$ cat config.mk
export PLATFORM = sky130hd
export DESIGN_NAME = wiper_bank_core
export DESIGN_NICKNAME = d
export VERILOG_FILES = /design/src/rtl/wbk_pkg.sv /design/src/rtl/wbk_rst_sync.sv /design/src/rtl/wbk_sync_edge.sv /design/src/rtl/wbk_sync_bus.sv /design/src/rtl/wbk_shifter.sv /design/src/rtl/wbk_latch_bank.sv /design/src/rtl/wiper_bank_core.sv
export SDC_FILE = /design/constraint.sdc
export NUM_CORES = 1
export LEC_CHECK = 0
export BUFFER_PORTS_ARGS = -buffer_cell sky130_fd_sc_hd__buf_2
export CAP_MARGIN = 20
export CORE_AREA = 2 2 71 107
export CTS_CLUSTER_DIAMETER = 30
export CTS_CLUSTER_SIZE = 12
export DETAILED_ROUTE_END_ITERATION = 16
export DIE_AREA = 0 0 73 109
export MAX_ROUTING_LAYER = met4
export PLACE_DENSITY = 0.47
export SLEW_MARGIN = 20
export SYNTH_ARGS = -nofsm -noshare
export SYNTH_HDL_FRONTEND = slang
export SYNTH_SLANG_ARGS = --single-unit
$ cat constraint.sdc
create_clock -name clk -period 1.8 [get_ports clk]
set_clock_uncertainty 0.2 [all_clocks]
set_input_delay 0.18 -clock clk [delete_from_list [all_inputs] [get_ports clk]]
set_output_delay 0.18 -clock clk [all_outputs]
set_load 0.05 [all_outputs]
$ cat src/rtl/wbk_pkg.sv
package wbk_pkg;
  localparam int WBK_ADDR_W = 3;
  localparam int WBK_CODE_W = 8;
  localparam int WBK_SYNC_STAGES = 2;

  function automatic logic [WBK_CODE_W-1:0] wbk_midscale();
    logic [WBK_CODE_W-1:0] m;
    m = '0;
    m[WBK_CODE_W-1] = 1'b1;
    return m;
  endfunction
endpackage

$ cat src/rtl/wbk_rst_sync.sv
module wbk_rst_sync #(
  parameter int STAGES = 2
) (
  input  logic clk,
  input  logic arst_n,
  output logic srst_n
);
  logic [STAGES-1:0] q;
  logic [STAGES-1:0] q_nxt;

  always_comb q_nxt = {q[STAGES-2:0], 1'b1};

  always_ff @(posedge clk or negedge arst_n) begin
    if (!arst_n) q <= '0;
    else         q <= q_nxt;
  end

  assign srst_n = q[STAGES-1];
endmodule

$ cat src/rtl/wbk_sync_edge.sv
module wbk_sync_edge #(
  parameter int   STAGES  = 2,
  parameter logic RST_VAL = 1'b0
) (
  input  logic clk,
  input  logic rst_n,
  input  logic d,
  output logic level,
  output logic rise,
  output logic fall
);
  logic [STAGES-1:0] sq;
  logic [STAGES-1:0] sq_nxt;
  logic              prev;

  always_comb sq_nxt = {sq[STAGES-2:0], d};

  always_ff @(posedge clk or negedge rst_n) begin
    if (!rst_n) begin
      sq   <= {STAGES{RST_VAL}};
      prev <= RST_VAL;
    end else begin
      sq   <= sq_nxt;
      prev <= sq[STAGES-1];
    end
  end

  assign level = sq[STAGES-1];
  assign rise  = level & ~prev;
  assign fall  = ~level & prev;
endmodule

$ cat src/rtl/wbk_sync_bus.sv
module wbk_sync_bus #(
  parameter int W      = 2,
  parameter int STAGES = 2
) (
  input  logic         clk,
  input  logic         rst_n,
  input  logic [W-1:0] d,
  output logic [W-1:0] q
);
  logic [W-1:0] st [STAGES];

  always_ff @(posedge clk or negedge rst_n) begin
    if (!rst_n) begin
      for (int i = 0; i < STAGES; i++) st[i] <= '0;
    end else begin
      st[0] <= d;
      for (int i = 1; i < STAGES; i++) st[i] <= st[i-1];
    end
  end

  assign q = st[STAGES-1];
endmodule

$ cat src/rtl/wbk_shifter.sv
module wbk_shifter #(
  parameter int FRAME_W = 11
) (
  input  logic               clk,
  input  logic               rst_n,
  input  logic               shift_en,
  input  logic               out_en,
  input  logic               din,
  output logic [FRAME_W-1:0] sreg,
  output logic               dout
);
  logic [FRAME_W-1:0] sreg_nxt;
  logic               dout_nxt;

  always_comb begin
    sreg_nxt = sreg;
    dout_nxt = dout;
    if (shift_en) sreg_nxt = {sreg[FRAME_W-2:0], din};
    if (out_en)   dout_nxt = sreg[FRAME_W-1];
  end

  always_ff @(posedge clk or negedge rst_n) begin
    if (!rst_n) begin
      sreg <= '0;
      dout <= 1'b0;
    end else begin
      sreg <= sreg_nxt;
      dout <= dout_nxt;
    end
  end
endmodule

$ cat src/rtl/wbk_latch_bank.sv
module wbk_latch_bank
  import wbk_pkg::*;
#(
  parameter int NUM_CH = 4,
  parameter int ADDR_W = WBK_ADDR_W,
  parameter int CODE_W = WBK_CODE_W
) (
  input  logic                     clk,
  input  logic                     rst_n,
  input  logic                     ld_stb,
  input  logic [ADDR_W-1:0]        ld_addr,
  input  logic [CODE_W-1:0]        ld_code,
  output logic [NUM_CH*CODE_W-1:0] codes
);
  localparam logic [CODE_W-1:0] MID = CODE_W'(1) << (CODE_W-1);

  for (genvar ch = 0; ch < NUM_CH; ch++) begin : g_ch
    logic              hit;
    logic [CODE_W-1:0] cur;
    logic [CODE_W-1:0] nxt;

    assign hit = ld_stb && (ld_addr == ADDR_W'(ch));

    always_comb begin
      nxt = cur;
      if (hit) nxt = ld_code;
    end

    always_ff @(posedge clk or negedge rst_n) begin
      if (!rst_n) cur <= MID;
      else        cur <= nxt;
    end

    assign codes[ch*CODE_W +: CODE_W] = cur;
  end
endmodule

$ cat src/rtl/wiper_bank_core.sv
module wiper_bank_core
  import wbk_pkg::*;
#(
  parameter int NUM_CH = 4,
  parameter int ADDR_W = WBK_ADDR_W,
  parameter int CODE_W = WBK_CODE_W
) (
  input  logic                     clk,
  input  logic                     rst_n,
  input  logic                     sclk_i,
  input  logic                     csel_n_i,
  input  logic                     sdin_i,
  input  logic                     preset_n_i,
  input  logic                     shdn_i,
  output logic                     ser_dout_o,
  output logic                     shdn_o,
  output logic [NUM_CH*CODE_W-1:0] wiper_codes_o
);
  localparam int FRAME_W = ADDR_W + CODE_W;
  localparam int STAGES  = WBK_SYNC_STAGES;

  logic sys_rst_n;
  logic lat_rst_n;
  logic sclk_lvl, sclk_rise, sclk_fall;
  logic cs_lvl, cs_rise, cs_fall_unused;
  logic [1:0] misc_q;
  logic din_s;
  logic shift_en;
  logic ld_stb;
  logic [FRAME_W-1:0] sreg;
  logic [ADDR_W-1:0]  ld_addr;
  logic [CODE_W-1:0]  ld_code;

  wbk_rst_sync #(.STAGES(STAGES)) u_rst_sys (
    .clk(clk), .arst_n(rst_n), .srst_n(sys_rst_n));

  wbk_rst_sync #(.STAGES(STAGES)) u_rst_lat (
    .clk(clk), .arst_n(rst_n & preset_n_i), .srst_n(lat_rst_n));

  wbk_sync_edge #(.STAGES(STAGES), .RST_VAL(1'b0)) u_sclk (
    .clk(clk), .rst_n(sys_rst_n), .d(sclk_i),
    .level(sclk_lvl), .rise(sclk_rise), .fall(sclk_fall));

  wbk_sync_edge #(.STAGES(STAGES), .RST_VAL(1'b1)) u_csel (
    .clk(clk), .rst_n(sys_rst_n), .d(csel_n_i),
    .level(cs_lvl), .rise(cs_rise), .fall(cs_fall_unused));

  wbk_sync_bus #(.W(2), .STAGES(STAGES)) u_misc (
    .clk(clk), .rst_n(sys_rst_n), .d({shdn_i, sdin_i}), .q(misc_q));

  assign din_s    = misc_q[0];
  assign shdn_o   = misc_q[1];
  assign shift_en = sclk_rise & ~cs_lvl;
  assign ld_stb   = cs_rise;

  wbk_shifter #(.FRAME_W(FRAME_W)) u_shift (
    .clk(clk), .rst_n(sys_rst_n), .shift_en(shift_en), .out_en(sclk_fall),
    .din(din_s), .sreg(sreg), .dout(ser_dout_o));

  assign ld_addr = sreg[FRAME_W-1 -: ADDR_W];
  assign ld_code = sreg[CODE_W-1:0];

  wbk_latch_bank #(.NUM_CH(NUM_CH), .ADDR_W(ADDR_W), .CODE_W(CODE_W)) u_bank (
    .clk(clk), .rst_n(lat_rst_n), .ld_stb(ld_stb), .ld_addr(ld_addr),
    .ld_code(ld_code), .codes(wiper_codes_o));
endmodule

==> flow_summary_export.csv <==
group,metric,value,unit
cells_and_area,diodes,0,
setup_path,crit_path_max_fanout,4,
clocking,cts-htree-levels,3,
sta,fmax,581,MHz
placement,globalplace.congestion,0.702,
sta,drv_slew,0,
cells_and_area,area_growth,31.9,%
clocking,clockRootBuffer,"clkbuf_8",
logic_synthesis,synth_area_leaders,"dfrtp_1 (62%), mux2_2 (24%), dfstp_2 (9.0%)",
global_route,grt_usage,0.113,
logic_synthesis,synth-edff-count,0,
placement,portBuffers,40,
cells_and_area,fin_nets,187,
setup_path,critPathRequiredTime,1800,ps
drt,wirelength,3840,um
setup_path,rrSetupSlack,80,ps
floorplanning,start_util,0.289,
logic_synthesis,synth_top_area_cell,"dfrtp_1",
logic_synthesis,yosys_warnings,0,
drt,avgViaCountPerCell,4.37,
setup_path,reg2reg_depth,4,
setup_path,critPathCaptureType,"flop",
cells_and_area,drive_gt1_frac,0.643,
sta,setup_violations,0,
logic_synthesis,synth_ff_type,"dfrtp_1",
clocking,post_cts_buffers,0,
cells_and_area,utilization,0.382,
sta,worst_slack,79.7,ps
sta,timing.final.crit_period,1720,ps
drt,dr.pass1.iters,3,
global_route,grt_overflow_total,0,
hold_path,hold_class,"flop to asynchronous set/reset pin",
global_route,grt_pass1_wl,6330,um
clocking,cts_tree,"built",
placement,post-place-ws,-54.3,ps
power_and_ir_drop,cellPowerDensity,1440,nW/um^2
setup_path,reg2reg_to,"u_bank.g_ch[3].cur[0]",
setup_path,crit_type,"flop to flop",
clocking,clock_path_buffers,2,
cells_and_area,finalInstanceArea,2710,um^2
floorplanning,die_w,73,um
floorplanning,ios,41,
placement,dpl-instance-area,2420,um^2
logic_synthesis,yosysMostFrequentCell,"dfrtp_1",
logic_synthesis,synth_common_cells,"dfrtp_1 (51), mux2_2 (44), dfstp_2 (7)",
logic_synthesis,yosysSeqAreaShare,0.712,
logic_synthesis,synth-seq-cells,58,
sta,rsz0062_at_grt,"true",
power_and_ir_drop,peakVddDrop,528,uV
drt,drt_iter0_drc,22,
sta,post-route-period-util,0.956,
sta,hold_violations,0,
logic_synthesis,netlist_area,2050,um^2
drt,drc,0,
logic_synthesis,synth-async-reset-ratio,1.00,
logic_synthesis,synth.distinct_cells,13,
floorplanning,dieArea,7960,um^2
drt,via_count,1157,
drt,ant_nets,0,
logic_synthesis,syn_avg_cell_area,17.8,um^2
logic_synthesis,synth_top_cell_area_share,0.622,
setup_path,critPathLaunchType,"flop",
floorplanning,num_rows,38,
global_route,grt_max_degree,33,
global_route,antenna_found_initial,0,
clocking,clk_pin_slew_worst_paths,70,ps
placement,dp_hpwl,2750,um
power_and_ir_drop,total_power,3.90,mW
outcome,status,"complete, no violations",
clocking,insertion_delay,320,ps
logic_synthesis,synthesis.instances,115,
power_and_ir_drop,leakagePower,1.40,nW
floorplanning,core_area,7080,um^2
setup_path,crit_arrival,1720,ps
global_route,grt_pass1_vias,1244,
flow_run,maxCapViolCount,0,
floorplanning,die_h,109,um
setup_path,r2r_start,"u_csel.sq[1]",
clocking,cts_buffers,9,
drt,wl_per_cell,14.5,um
clocking,clock-sinks,58,
sequential cells by signal, summed over array words and instances (netlist names):
name	flops
u_bank.g_ch.cur	32
u_shift.sreg	11
u_csel.sq	2
u_misc.q	2
u_misc.st	2
u_rst_lat.q	2
u_rst_sys.q	2
u_sclk.sq	2
u_csel.prev	1
u_sclk.prev	1
u_shift.dout	1
placed cells by master (no fill, tap or decap):
master,instances
and2_1,1
buf_12,1
buf_2,40
buf_4,7
bufinv_16,1
clkbuf_8,11
clkinv_2,3
clkinvlp_4,1
conb_1,2
dfrtp_1,51
dfstp_2,7
dlygate4sd3_1,7
mux2_2,44
nand2_2,1
nand2b_1,2
nand3b_1,1
nand3b_4,1
nor2_1,1
nor3b_1,1
nor3b_2,1
nor3b_4,1
report_power, final:
group | switching, mW | internal [mW] | leakage [nW] | total (mW)
Clock | 0.477 | 0.706 | 0.105 | 1.18
Combinational | 0.658 | 0.319 | 0.563 | 0.977
Sequential | 0.189 | 1.55 | 0.736 | 1.74
Total | 1.32 | 2.57 | 1.40 | 3.90
cells by family (layout without fill, tap and decap cells):
group                  after synthesis  count (layout)  share of synthesized area
DFF                                 58              58                      0.712
buffers and inverters                2              71                    0.00488
other                                1               2                    0.00183
and+or+nand+nor                     10              10                     0.0397
muxes                               44              44                      0.242
critical path: stages, from the launching register on:
cell	delay [ps]
dfstp_2	550
nand3b_1	140
nor3b_4	230
buf_4	160
mux2_2	320
repair_timing:
action	in CTS	in global routing
resized for setup	1	1
hold buffers	7	0
setup endpoints to repair	8	13
gates cloned	0	0
hold endpoints to repair	8	0
pin swaps	0	1
how the worst max path moves through the flow:
stage / endpoint / cells past startpoint / startpoint
6_report: u_bank.g_ch[3].cur[0] / 4 / u_csel.sq[1]
5_1_grt: u_bank.g_ch[3].cur[3] / 4 / u_csel.sq[1]
4_1_cts: u_bank.g_ch[3].cur[3] / 4 / u_csel.sq[1]
3_5_place_dp: u_bank.g_ch[2].cur[0] / 4 / u_csel.sq[1]
3_3_place_gp: u_bank.g_ch[2].cur[6] / 4 / u_csel.sq[1]
2_1_floorplan: u_bank.g_ch[3].cur[0] / 3 / u_csel.sq[1]
stage by stage:
step | hold slack (ps) | TNS (ps) | cells
after CTS | 24.3 | 0 | 265
after global routing | 47.8 | -5.28 | 265
after global placement | -226 | -69.1 | 242
after floorplan | -316 | 0 | 116
after detailed placement | -224 | -344 | 242
final | 6.73 | 0 | 265
cell type report:
cell class                 count  area (um^2)
clock inverter                 5         52.6
fill                         669         4380
timing repair buffer          55          343
multi-input combinational     56          598
tap                           80          100
sequential                    58         1460
clock buffer                  11          151
routing by layer:
layer  up-vias  part of all wire  GRT usage
met3         8             0.044     0.0379
met5         -                 0          -
met1       583              0.40      0.117
met2        32              0.54      0.181
met4         0             0.020     0.0675
li1        534                 -          -
Power figures use the tool's default switching activity.
